==> src/rtl/pio_timing_pkg.sv <==
package pio_timing_pkg;

  localparam int LEN_W = 5;

  typedef logic [LEN_W-1:0] len_t;

  typedef enum logic [1:0] {
    PH_IDLE   = 2'd0,
    PH_SETUP  = 2'd1,
    PH_ACTIVE = 2'd2,
    PH_HOLD   = 2'd3
  } phase_e;

  typedef struct packed {
    len_t setup;
    len_t active;
    len_t hold;
  } lens_t;

  function automatic len_t setup_clocks(input logic [1:0] code);
    return len_t'(code) + len_t'(1);
  endfunction

  function automatic len_t hold_clocks(input logic [2:0] code);
    len_t r;
    case (code)
      3'd6:    r = len_t'(8);
      3'd7:    r = len_t'(12);
      default: r = len_t'(code) + len_t'(1);
    endcase
    return r;
  endfunction

  function automatic len_t active_clocks(input logic [2:0] code);
    len_t r;
    case (code)
      3'd5:    r = len_t'(8);
      3'd6:    r = len_t'(12);
      3'd7:    r = len_t'(16);
      default: r = len_t'(code) + len_t'(2);
    endcase
    return r;
  endfunction

endpackage

==> src/rtl/pio_timing_decode.sv <==
module pio_timing_decode
  import pio_timing_pkg::*;
#(
  parameter int TW         = 8,
  parameter int SETUP_LSB  = 6,
  parameter int HOLD_LSB   = 3,
  parameter int ACTIVE_LSB = 0
) (
  input  logic [TW-1:0] tbyte,
  output lens_t         lens
);

  always_comb begin
    lens.setup  = setup_clocks(tbyte[SETUP_LSB +: 2]);
    lens.hold   = hold_clocks(tbyte[HOLD_LSB +: 3]);
    lens.active = active_clocks(tbyte[ACTIVE_LSB +: 3]);
  end

endmodule

==> src/rtl/pio_cycle_capture.sv <==
module pio_cycle_capture
  import pio_timing_pkg::*;
(
  input  logic  clk,
  input  logic  rst_n,
  input  logic  capture,
  input  lens_t lens_in,
  input  logic  write_in,
  output lens_t lens_q,
  output logic  write_q
);

  always_ff @(posedge clk) begin
    if (!rst_n) begin
      lens_q  <= '0;
      write_q <= 1'b0;
    end else if (capture) begin
      lens_q  <= lens_in;
      write_q <= write_in;
    end
  end

endmodule

==> src/rtl/pio_phase_counter.sv <==
module pio_phase_counter #(
  parameter int W = 5
) (
  input  logic         clk,
  input  logic         rst_n,
  input  logic         load,
  input  logic [W-1:0] load_val,
  input  logic         dec,
  output logic         zero
);

  localparam logic [W-1:0] ONE = W'(1);

  logic [W-1:0] cnt;

  always_ff @(posedge clk) begin
    if (!rst_n) begin
      cnt <= '0;
    end else if (load) begin
      cnt <= load_val;
    end else if (dec && (cnt != '0)) begin
      cnt <= cnt - ONE;
    end
  end

  assign zero = (cnt == '0);

endmodule

==> src/rtl/pio_cycle_fsm.sv <==
module pio_cycle_fsm
  import pio_timing_pkg::*;
(
  input  logic   clk,
  input  logic   rst_n,
  input  logic   start,
  input  logic   cnt_zero,
  input  logic   stretch,
  output phase_e phase,
  output logic   accept,
  output logic   load,
  output phase_e load_sel,
  output logic   dec
);

  phase_e next;

  always_comb begin
    next     = phase;
    accept   = 1'b0;
    load     = 1'b0;
    load_sel = PH_IDLE;
    dec      = 1'b0;
    unique case (phase)
      PH_IDLE: begin
        if (start) begin
          accept   = 1'b1;
          next     = PH_SETUP;
          load     = 1'b1;
          load_sel = PH_SETUP;
        end
      end
      PH_SETUP: begin
        if (cnt_zero) begin
          next     = PH_ACTIVE;
          load     = 1'b1;
          load_sel = PH_ACTIVE;
        end else begin
          dec = 1'b1;
        end
      end
      PH_ACTIVE: begin
        if (cnt_zero) begin
          if (!stretch) begin
            next     = PH_HOLD;
            load     = 1'b1;
            load_sel = PH_HOLD;
          end
        end else begin
          dec = 1'b1;
        end
      end
      PH_HOLD: begin
        if (cnt_zero) next = PH_IDLE;
        else          dec  = 1'b1;
      end
      default: next = PH_IDLE;
    endcase
  end

  always_ff @(posedge clk) begin
    if (!rst_n) phase <= PH_IDLE;
    else        phase <= next;
  end

endmodule

==> src/rtl/pio_cycle_timer.sv <==
module pio_cycle_timer
  import pio_timing_pkg::*;
#(
  parameter int TW = 8
) (
  input  logic          clk,
  input  logic          rst_n,
  input  logic          start,
  input  logic          write,
  input  logic          cmd_port,
  input  logic [TW-1:0] data_timing,
  input  logic [TW-1:0] cmd_timing,
  input  logic          iordy_en,
  input  logic          iordy,
  output logic          addr_valid,
  output logic          rd_strobe,
  output logic          wr_strobe,
  output logic          busy,
  output logic          done
);

  localparam int NPORT = 2;

  logic [TW-1:0] tbytes [NPORT];
  lens_t         port_lens [NPORT];
  lens_t         live_lens;
  lens_t         lens_q;
  logic          write_q;
  phase_e        phase;
  phase_e        load_sel;
  logic          accept, load, dec, cnt_zero, stretch;
  len_t          load_len;
  len_t          load_val;

  assign tbytes[0] = data_timing;
  assign tbytes[1] = cmd_timing;

  for (genvar p = 0; p < NPORT; p++) begin : g_port
    pio_timing_decode #(.TW(TW)) u_dec (
      .tbyte (tbytes[p]),
      .lens  (port_lens[p])
    );
  end

  assign live_lens = cmd_port ? port_lens[1] : port_lens[0];

  pio_cycle_capture u_cap (
    .clk      (clk),
    .rst_n    (rst_n),
    .capture  (accept),
    .lens_in  (live_lens),
    .write_in (write),
    .lens_q   (lens_q),
    .write_q  (write_q)
  );

  assign stretch = iordy_en && !iordy;

  pio_cycle_fsm u_fsm (
    .clk      (clk),
    .rst_n    (rst_n),
    .start    (start),
    .cnt_zero (cnt_zero),
    .stretch  (stretch),
    .phase    (phase),
    .accept   (accept),
    .load     (load),
    .load_sel (load_sel),
    .dec      (dec)
  );

  always_comb begin
    unique case (load_sel)
      PH_SETUP:  load_len = live_lens.setup;
      PH_ACTIVE: load_len = lens_q.active;
      PH_HOLD:   load_len = lens_q.hold;
      default:   load_len = len_t'(1);
    endcase
  end

  assign load_val = load_len - len_t'(1);

  pio_phase_counter #(.W(LEN_W)) u_cnt (
    .clk      (clk),
    .rst_n    (rst_n),
    .load     (load),
    .load_val (load_val),
    .dec      (dec),
    .zero     (cnt_zero)
  );

  assign busy       = (phase != PH_IDLE);
  assign addr_valid = (phase != PH_IDLE);
  assign rd_strobe  = (phase == PH_ACTIVE) && !write_q;
  assign wr_strobe  = (phase == PH_ACTIVE) &&  write_q;
  assign done       = (phase == PH_HOLD) && cnt_zero;

endmodule

==> config.mk <==
export PLATFORM = sky130hd
export DESIGN_NAME = pio_cycle_timer
export DESIGN_NICKNAME = d
export VERILOG_FILES = /design/src/rtl/pio_timing_pkg.sv /design/src/rtl/pio_timing_decode.sv /design/src/rtl/pio_cycle_capture.sv /design/src/rtl/pio_phase_counter.sv /design/src/rtl/pio_cycle_fsm.sv /design/src/rtl/pio_cycle_timer.sv
export SDC_FILE = /design/constraint.sdc
export NUM_CORES = 1
export LEC_CHECK = 0
export ABC_AREA = 1
export BUFFER_PORTS_ARGS = -buffer_cell sky130_fd_sc_hd__buf_2
export CAP_MARGIN = 25
export CORE_ASPECT_RATIO = 1.4
export CORE_MARGIN = 5
export CORE_UTILIZATION = 33
export CTS_CLUSTER_SIZE = 12
export DETAILED_ROUTE_END_ITERATION = 8
export GPL_ROUTABILITY_DRIVEN = 0
export PLACE_DENSITY = 0.58
export SLEW_MARGIN = 20
export SYNTH_ARGS = -nofsm -noshare
export SYNTH_HDL_FRONTEND = slang
export SYNTH_SLANG_ARGS = --single-unit
==> constraint.sdc <==
create_clock -name clk -period 2.43 [get_ports clk]
set_clock_uncertainty 0.2 [all_clocks]
set_input_delay 0.243 -clock clk [delete_from_list [all_inputs] [get_ports clk]]
set_output_delay 0.243 -clock clk [all_outputs]
set_load 0.005 [all_outputs]
==> flow_summary.yaml, run 1 <==
clocking:
  cts_tree: "yes"
  clock_path_buffers: 2
  cts-buffers-inserted: 3
  ctsRootBufferMaster: "clkbuf_8"
  cts.clk_slew.worst_paths_ns: 0.07
  clock-sinks: 17
  holdBufCountCts: 0
  insertion_delay_ns: 0.25
  htreeDepth: 1
  cts_resized: 0
  post_cts_buffers: 0
cells_and_area:
  drive_gt1_share_pct: 27.4
  nFillCells: 464
  multi_input_area_sq_um: 935
  nNetsFinal: 273
  register_area_sq_um: 340
  num_antenna_cells: 0
  area_growth_pct: 18.1
worst_setup_path:
  cp_max_fo: 6
  r2r-start: "u_fsm.phase[0]$_SDFFE_PN0P_"
  crit_buf_inv: 2
  startpoint: "u_fsm.phase[0]$_SDFFE_PN0P_"
  slowest_delay_ns: 0.39
  critPathRequiredTime_ns: 2.39
  cp_slowest_cell: "dfxtp_1"
  regToRegSetupSlack_ns: 0.19
  cp_top_family: "simple AND/OR/NAND/NOR gates"
  end_kind: "flop"
  cp.depth: 14
  rr_worst_depth: 14
  critPathArrivalTime_ns: 2.20
  crit_chain: "inv_1, ha_1, nand3_4, nand2_4, nand2_4, nand2_4, or2_4, nand2_2, ha_1, nand3_1, nand2_1, nand3_1, nand2_1, inv_1"
  crit_top_cell: "nand2_4"
  path_class: "flop to flop"
  rr_endpoint: "u_cnt.cnt[4]$_SDFFE_PN0P_"
  crit_path_start_kind: "flop"
detailed_routing:
  drt_iter0_drc: 10
  wirelength_mm: 3.11
  viasPerCell: 4.58
  num_vias: 1359
  ant_nets: 0
  wl_met3_microns: 123
  highest_layer: "met4"
  wl_met2_mm: 1.63
  drc: 0
  m1WireLength_mm: 1.30
  drt_pre_antenna_iters: 4
  wl_per_cell_microns: 10.5
logic_synthesis:
  yosysSeqAreaShare_pct: 23.5
  synth_cell_types: 32
  synth_cells: 207
  syn_nets: 242
  syn_avg_cell_area_sq_um: 7.00
  yosys_warnings: 0
  synth_seq_cells: 17
  syn_area_sq_um: 1450
run_status:
  status: "completed"
timing:
  hold_viol_final: 0
  fin_crit_ns: 2.24
  setup_viol: 0
  clock.fmax_mhz: 446
  tightest_slew_ns: 0.381
  maxSlewViolCount: 0
  setup-tns-final_ns: 0
  min_period_over_period_pct: 92.3
  slew_headroom_pct: 74.3
  fin_ws_ns: 0.188
  grt_setup_unrepaired: "false"
grt:
  grt.total_usage_pct: 11.9
  grt_pass1_vias: 1340
  grt_pass1_wl_mm: 5.49
  overflow: 0
  antenna_found_initial: 0
  grt_max_degree: 18
die:
  initial_utilization_pct: 34.2
  coreArea_sq_um: 4240
  die_area_sq_um: 5830
  num_rows: 28
  chipWidth_microns: 66
  io_pins: 28
  fp.dieH_microns: 88.4
placed_design:
  dp_slack_ns: 0.107
  portBuffers: 27
  hpwl_mm: 2.64
job:
  cap_violations: 0
pwr:
  leakage_uw: 0.000912
  power.density_nw_per_um2: 969
  ir_worst_vdd_uv: 307
worst_hold_path:
  hold_class: "primary input to flop"
  whs_path_depth: 3
  whs_endpoint: "u_cap.write_q$_SDFFE_PN0N_"
  worstHoldStart: "write"
worst reg2reg max path, delay by kind of cell (launching register included):
family | cells | cell delay [ns]
and+or+nand+nor | 10 | 0.94
adders and majority gates | 2 | 0.48
DFF | 1 | 0.39
buffers and inverters | 2 | 0.14
state kept, by name, indices dropped and copies added (netlist names):
name,cells
u_cap.lens_q,9
u_fsm.phase,2
u_cnt.cnt,5
u_cap.write_q,1
cell usage after synthesis:
cell,n,share of area [%]
inv_1,33,8.5
nand2_1,32,8.3
o21ai_0,19,6.6
dfxtp_1,17,23
nand3_1,14,4.8
nor2_1,13,3.4
ha_1,12,10
inv_2,8,2.1
a21oi_1,7,2.4
nand4_1,7,3.0
o211ai_1,5,2.6
nand2_4,4,3.1
o221ai_1,4,2.4
clkbuf_1,3,0.78
nand2_2,3,1.3
nand3_2,3,2.1
nor2_8,3,4.1
o21ai_2,3,1.8
a211oi_1,2,1.0
a31oi_1,2,0.86
nor2_2,2,0.86
buf_4,1,0.52
clkinv_1,1,0.26
nand3_4,1,1.2
nand3b_1,1,0.52
nor2_4,1,0.78
nor3_1,1,0.35
o21a_1,1,0.52
o21ai_1,1,0.35
o21bai_1,1,0.52
or2_2,1,0.43
or2_4,1,0.60
how the worst max path moves through the flow:
| stage | end | slack (ns) |
|---|---|---|
| after floorplan | u_cnt.cnt[4]$_SDFFE_PN0P_ | 0.29 |
| after global placement | u_cnt.cnt[4]$_SDFFE_PN0P_ | 0.17 |
| after detailed placement | u_cnt.cnt[4]$_SDFFE_PN0P_ | 0.11 |
| after CTS | u_cnt.cnt[4]$_SDFFE_PN0P_ | 0.1 |
| after global routing | u_cnt.cnt[4]$_SDFFE_PN0P_ | 0.008 |
| final | u_cnt.cnt[4]$_SDFFE_PN0P_ | 0.19 |
power breakdown:
group | internal [uW] | switching (uW)
Clock | 114 | 99.4
Sequential | 368 | 62.3
Combinational | 395 | 621
Total | 877 | 783
per-stage QoR:
step	total power, uW	area, sq um	util, %	std cells	hold WS, ns
after floorplan	1250	1450	-	207	0.162
final	1660	1710	40.4	297	0.0641
after CTS	1690	1710	40.3	297	0.0711
after global placement	1460	1660	39.2	293	0.281
after detailed placement	1470	1660	39.2	293	0.294
after global routing	1840	1710	40.4	297	0.112
layout by cell type (no fill, tap or decap), types with 2 or more instances in the layout:
master,Yosys,layout
a211oi_1,2,2
a21oi_1,7,7
a31oi_1,2,2
buf_2,0,27
buf_4,1,3
clkbuf_8,0,3
dfxtp_1,17,17
ha_1,12,12
inv_1,33,33
inv_2,8,8
nand2_1,32,31
nand2_2,3,4
nand2_4,4,4
nand3_1,14,14
nand3_2,3,3
nand4_1,7,7
nor2_1,13,13
nor2_2,2,2
nor2_8,3,3
o211ai_1,5,5
o21ai_0,19,19
o21ai_2,3,3
o221ai_1,4,4
metal layers:
metal / vias up / global-route usage, %
met5: - / 0
met4: 0 / 4.07
met3: 5 / 1.14
met2: 25 / 24.5
met1: 583 / 12.2
li1: 746 / -
logic make-up after synthesis:
logic type	count (synthesis)	synth area share [%]
and+or+nand+nor	87	34.9
buffers and inverters	46	12.2
AOI/OAI and AO/OA	45	19.1
DFF	17	23.5
adders and majority gates	12	10.4
layout make-up:
type	count	area share, %
Inverter	42	9.21
Clock buffer	3	2.41
Clock inverter	1	0.292
Multi-Input combinational cell	144	54.6
Sequential cell	17	19.9
Timing Repair Buffer	30	9.21
Tap cell	60	4.39
Note: power is estimated with default switching activity, not from simulation.
==> run 2, diff against run 1 <==
--- a/config.mk
+++ b/config.mk
@@ -5,16 +5,16 @@
 export SDC_FILE = /design/constraint.sdc
 export NUM_CORES = 1
 export LEC_CHECK = 0
-export ABC_AREA = 1
 export BUFFER_PORTS_ARGS = -buffer_cell sky130_fd_sc_hd__buf_2
 export CAP_MARGIN = 25
 export CORE_ASPECT_RATIO = 1.4
 export CORE_MARGIN = 5
 export CORE_UTILIZATION = 33
+export CTS_BUF_LIST = sky130_fd_sc_hd__clkbuf_4
 export CTS_CLUSTER_SIZE = 12
 export DETAILED_ROUTE_END_ITERATION = 8
 export GPL_ROUTABILITY_DRIVEN = 0
-export PLACE_DENSITY = 0.58
+export PLACE_DENSITY = 0.59
 export SLEW_MARGIN = 20
 export SYNTH_ARGS = -nofsm -noshare
 export SYNTH_HDL_FRONTEND = slang
==> run 2 against run 1 <==
Compared with the run above:
- the flow now finishes with violations (negative setup slack)
- sequential share of layout area fell by 1.1 points
- synthesized cell count fell by 22%
- first-iteration DRC count rose to 6.9 times the previous value
- area after synthesis fell by 11%
- critical path depth fell by 6
- critical endpoint unchanged
- largest cell class unchanged
==> flow_summary.yaml, run 2 <==
run_status:
  status: "finished with violations"
  violations: "negative setup slack"
pwr:
  ir_worst_vdd_uv: 655
  swShare_pct: 40.6
  leakage_uw: 0.000845
  p_total_uw: 2250
  seqPwrFrac_pct: 19.0
  p_clk_share_pct: 7.2
  p_switching_uw: 913
  intPower_uw: 1330
  power.density_nw_per_um2: 1240
  comb_power_share_pct: 73.8
worst_setup_path:
  rr_worst_depth: 8
  cp_slowest_cell: "or4_4"
  cp_top_family: "compound AO/OA/AOI/OAI gates"
  slowest_delay_ns: 0.53
  crit_buf_inv: 1
  crit_chain: "or4_4, or2_4, a211o_1, buf_4, a22o_2, a2111o_1, xnor2_1, o2bb2ai_1"
  cp.depth: 8
  end_kind: "flop"
  cp_max_fo: 4
  critPathRequiredTime_ns: 2.44
  path_class: "flop to flop"
  crit_path_start_kind: "flop"
  critPathArrivalTime_ns: 2.81
timing:
  fin_ws_ns: -0.371
  hold_viol_final: 0
  grt_setup_unrepaired: "true"
  tightest_slew_ns: 0.524
  timing.hold.ws_ns: 0.0844
  fin_crit_ns: 2.80
  maxSlewViolCount: 0
  setup-tns-final_ns: -1.06
  min_period_over_period_pct: 115
  clock.fmax_mhz: 357
  setup_viol: 5
  slew_headroom_pct: 65.0
logic_synthesis:
  synth_top_area_cell: "dfxtp_1"
  yosysTopAreaCellShare_pct: 26.5
  yosysMostFrequentCell: "nor2_1"
  synthTopCellsByCount: "23 x nor2_1, 17 x dfxtp_1, 12 x ha_1"
  synth-main-ff-cell: "dfxtp_1"
  synth_cells: 161
  synthArstFlopShare_pct: 0
  synth_edf_count: 0
  synth_seq_cells: 17
  syn_avg_cell_area_sq_um: 7.97
  synth_area_leaders: "dfxtp_1 27%, ha_1 12%, nor2_1 6.7%, o21ai_0 4.3%, a211oi_1 4.1%"
  yosysSeqAreaShare_pct: 26.5
  yosys_warnings: 0
  syn_area_sq_um: 1280
  synth_cell_types: 42
  syn_nets: 196
detailed_routing:
  wl_per_cell_microns: 12.5
  ant_nets: 0
  num_vias: 1359
  drc: 0
  drt_iter0_drc: 69
  wirelength_mm: 3.32
  drt_pre_antenna_iters: 4
  viasPerCell: 5.11
cells_and_area:
  register_area_sq_um: 342
  mostFrequentLayoutCells: "36 x buf_4, 27 x buf_2, 21 x nor2_1"
  num_antenna_cells: 0
  largest_register_ffs: 9
  layout_commonest_cell: "buf_4"
  reg.largest.list: "u_cap.lens_q x9, u_cnt.cnt x5, u_fsm.phase x2"
  nNetsFinal: 260
  nFillCells: 380
  area_growth_pct: 41.6
  largest-register: "u_cap.lens_q"
  multi_input_area_sq_um: 937
  drive_gt1_share_pct: 38.8
grt:
  grt_max_degree: 17
  grt_pass1_vias: 1382
  overflow: 0
  grt.total_usage_pct: 12.9
  antenna_found_initial: 0
  grt_pass1_wl_mm: 5.71
clocking:
  cts-buffers-inserted: 3
  ctsRootBufferMaster: "clkbuf_4"
  cts_tree: "yes"
  htreeDepth: 1
  clock_path_buffers: 2
  clock-sinks: 17
  cts.clk_slew.worst_paths_ns: 0.10
  insertion_delay_ns: 0.31
die:
  io_pins: 28
  initial_utilization_pct: 34.6
  num_rows: 26
  die_area_sq_um: 5250
  fp.dieH_microns: 83.8
  chipWidth_microns: 62.7
  coreArea_sq_um: 3710
job:
  cap_violations: 0
placed_design:
  portBuffers: 27
  hpwl_mm: 2.69
worst_hold_path:
  hold_class: "primary input to flop"
  whs_path_depth: 3
run 2: layout make-up:
class / count / area share, %
clock inverters: 1 / 0.275
clock buffers: 3 / 1.24
multi-input cells: 129 / 51.5
repair buffers: 65 / 23.4
well taps: 42 / 2.89
flip-flops and latches: 17 / 18.8
inverters: 9 / 1.86
run 2: path summary, 6_finish.rpt:
check                                  start                            to  slack, ns
setup / recovery   u_cnt.cnt[3]$_SDFFE_PN0P_     u_cnt.cnt[4]$_SDFFE_PN0P_      -0.37
hold / removal                data_timing[0]  u_cap.lens_q[5]$_SDFFE_PN0N_       0.08
setup reg to reg   u_cnt.cnt[3]$_SDFFE_PN0P_     u_cnt.cnt[4]$_SDFFE_PN0P_      -0.37
hold reg to reg   u_cap.write_q$_SDFFE_PN0N_    u_cap.write_q$_SDFFE_PN0N_       0.29
run 2: worst register-to-register path: cells and delay by family, from the launching register on:
family	cells	cell delay (ns)
compound gates	4	1.08
xor+xnor	1	0.16
buf+inv	1	0.15
flops	1	0.33
simple gates	2	0.80
run 2: routing by layer:
metal / vias to the layer above / track usage [%] / part of all wire (%)
met3: 5 / 2.02 / 4.0
li1: 717 / - / -
met2: 27 / 22.6 / 50
met1: 610 / 15.5 / 44
met5: - / 0 / 0
met4: 0 / 5.02 / 1.8
run 2: cells by family (layout without fill, tap and decap cells):
kind of cell	after synthesis	count (layout)	share of synthesized area [%]
adders and majority gates	12	12	11.7
and+or+nand+nor	55	55	20.8
buffers and inverters	15	78	4.68
AOI/OAI and AO/OA	50	50	27.0
DFF	17	17	26.5
xor gates and xnor gates	4	4	2.73
muxes	8	8	6.63
run 2: power by group through the flow:
stage          Clock [uW]  Sequential [uW]  Combinational [uW]
2_1_floorplan           0              428                 825
3_5_place_dp            0              431                1500
3_3_place_gp            0              431                1490
4_1_cts               169              427                1550
5_1_grt               178              438                1850
6_report              162              427                1660
run 2: repair_timing:
action / in CTS / in global routing
pin swaps: 4 / 2
hold buffers: 2 / 0
cloned: 0 / 0
endpoints found under the setup margin: 5 / 5
gates resized for setup: 4 / 9
setup buffers: 0 / 2
hold endpoints to repair: 2 / 0
run 2: through the flow:
| step | cell area, sq um | cells | worst slack, ns | util (%) |
|---|---|---|---|---|
| 2_1_floorplan | 1290 | 161 | -0.301 | - |
| 3_3_place_gp | 1710 | 258 | -0.318 | 46.0 |
| 3_5_place_dp | 1710 | 258 | -0.383 | 46.0 |
| 4_1_cts | 1770 | 264 | -0.361 | 47.7 |
| 5_1_grt | 1820 | 266 | -0.481 | 49.0 |
| 6_report | 1820 | 266 | -0.371 | 49.0 |
==> run 3, diff against run 2 <==
--- a/config.mk
+++ b/config.mk
@@ -5,6 +5,7 @@
 export SDC_FILE = /design/constraint.sdc
 export NUM_CORES = 1
 export LEC_CHECK = 0
+export ABC_AREA = 1
 export BUFFER_PORTS_ARGS = -buffer_cell sky130_fd_sc_hd__buf_2
 export CAP_MARGIN = 25
 export CORE_ASPECT_RATIO = 1.4
@@ -14,7 +15,7 @@
 export CTS_CLUSTER_SIZE = 12
 export DETAILED_ROUTE_END_ITERATION = 8
 export GPL_ROUTABILITY_DRIVEN = 0
-export PLACE_DENSITY = 0.59
+export PLACE_DENSITY = 0.58
 export SLEW_MARGIN = 20
 export SYNTH_ARGS = -nofsm -noshare
 export SYNTH_HDL_FRONTEND = slang
==> constraint.sdc (replaced) <==
create_clock -name clk -period 2.43 [get_ports clk]
set_clock_uncertainty 0.2 [all_clocks]
set_input_delay 0.3645 -clock clk [delete_from_list [all_inputs] [get_ports clk]]
set_output_delay 0.3645 -clock clk [all_outputs]
set_load 0.005 [all_outputs]
==> run 3 against run 2 <==
Compared with the run above:
- the flow now finishes without violations
- maximum frequency is 27% higher
- clock power is 6% higher
- cell area down 6.3%
- core utilization decreased by 8.9 points
- power is 28% lower
- register-to-register slack better by 0.60 ns
- combinational power fell by 39%
- worst hold slack improved by 0.016 ns
- die area rose by 11%
- flip-flop and latch count is the same
==> flow_summary.yaml, run 3 (synthesis results as in run 1) <==
run_status:
  status: "completed"
grt:
  overflow: 0
  grt_pass1_wl_mm: 5.44
  grt.total_usage_pct: 11.9
  grt_max_degree: 18
  antenna_found_initial: 0
  grt_pass1_vias: 1278
cells_and_area:
  final_area_sq_um: 1700
  nNetsFinal: 273
  num_antenna_cells: 0
  layout_commonest_cell: "inv_1"
  largest_register_ffs: 9
  reg.largest.list: "u_cap.lens_q x9, u_cnt.cnt x5, u_fsm.phase x2"
  layout.cells.non_filler: 297
  largest-register: "u_cap.lens_q"
  mostFrequentLayoutCells: "33 x inv_1, 31 x nand2_1, 27 x buf_2"
  area_growth_pct: 17.5
  drive_gt1_share_pct: 28.3
clocking:
  post_cts_buffers: 0
  htreeDepth: 1
  insertion_delay_ns: 0.30
  ctsRootBufferMaster: "clkbuf_4"
  cts-buffers-inserted: 3
  clock_path_buffers: 2
  cts.clk_slew.worst_paths_ns: 0.10
  cts_tree: "yes"
  clock-sinks: 17
placed_design:
  dpl_cell_area_sq_um: 1660
  dp_slack_ns: 0.0521
  hpwl_mm: 2.55
  placed_cells: 293
  portBuffers: 27
worst_hold_path:
  hold_class: "primary input to flop"
  worstHoldStart: "write"
timing:
  min_period_over_period_pct: 90.6
  tightest_slew_ns: 0.394
  maxSlewViolCount: 0
  setup_viol: 0
  slew_headroom_pct: 73.5
  fin_crit_ns: 2.20
  fin_ws_ns: 0.229
  setup-tns-final_ns: 0
  grt_setup_unrepaired: "false"
  clock.fmax_mhz: 454
  hold_viol_final: 0
pwr:
  ir_worst_vdd_uv: 354
  p_total_uw: 1620
  leakage_uw: 0.000910
  power.density_nw_per_um2: 951
worst_setup_path:
  end_kind: "flop"
  startpoint: "u_fsm.phase[0]$_SDFFE_PN0P_"
  cp_max_fo: 6
  crit_top_cell: "nand2_4"
  critPathRequiredTime_ns: 2.44
  path_class: "flop to flop"
  crit_chain: "inv_1, ha_1, nand3_4, nand2_4, nand2_4, nand2_4, or2_4, nand2_2, ha_1, nand3_1, nand2_1, nand3_1, nand2_1, inv_1"
  critPathArrivalTime_ns: 2.21
  cp_slowest_cell: "dfxtp_2"
  r2r-start: "u_fsm.phase[0]$_SDFFE_PN0P_"
  crit_path_start_kind: "flop"
  cp_top_family: "simple AND/OR/NAND/NOR gates"
  slowest_delay_ns: 0.37
  crit_buf_inv: 2
detailed_routing:
  drt_iter0_drc: 27
  ant_nets: 0
  num_vias: 1371
  viasPerCell: 4.62
  wirelength_mm: 3.08
  drc: 0
  drt_pre_antenna_iters: 4
  wl_per_cell_microns: 10.4
die:
  die_area_sq_um: 5830
  fp.dieH_microns: 88.4
  coreArea_sq_um: 4240
  io_pins: 28
  chipWidth_microns: 66
  num_rows: 28
  initial_utilization_pct: 34.2
job:
  cap_violations: 0
==> run 3: worst paths after layout <==
kind,cells after the start,to,slack [ns]
min,3,u_cap.write_q$_SDFFE_PN0N_,0.10
min reg2reg,2,u_cap.write_q$_SDFFE_PN0N_,0.31
max,14,u_cnt.cnt[4]$_SDFFE_PN0P_,0.23
max reg2reg,14,u_cnt.cnt[4]$_SDFFE_PN0P_,0.23
==> run 3: timing repair <==
action	in CTS	in global routing
hold buffers	0	0
setup endpoints to repair	0	2
resized for setup	0	4
==> run 3: report_power, final <==
part           internal, uW  total, uW  switching, uW
Clock                  75.2        172           96.7
Combinational           395       1020            621
Sequential              371        432           61.3
==> run 3: layer usage <==
metal,vias up,GRT usage (%),part of all wire (%)
li1,742,-,-
met1,591,13.0,41
met2,31,22.7,52
met3,7,0.889,4.2
met4,0,5.55,2.8
met5,-,0,0
==> run 3: cell type report <==
cell class	instances	area, sq um
fill	465	2540
sequential	17	343
inverter	42	158
timing repair buffer	30	158
multi-input combinational	144	940
clock buffer	4	30.0
tap	60	75.1
==> run 3: stage by stage <==
step | hold WS, ns | util [%]
final | 0.101 | 40.2
after global routing | 0.114 | 40.2
after CTS | 0.102 | 39.9
after detailed placement | 0.291 | 39.2
after global placement | 0.286 | 39.2
after floorplan | 0.268 | -
==> run 3: tightest hold or removal path, stage by stage <==
cell	delay, ns
buf_2	0.07
o21ai_0	0.07
nor2_1	0.07
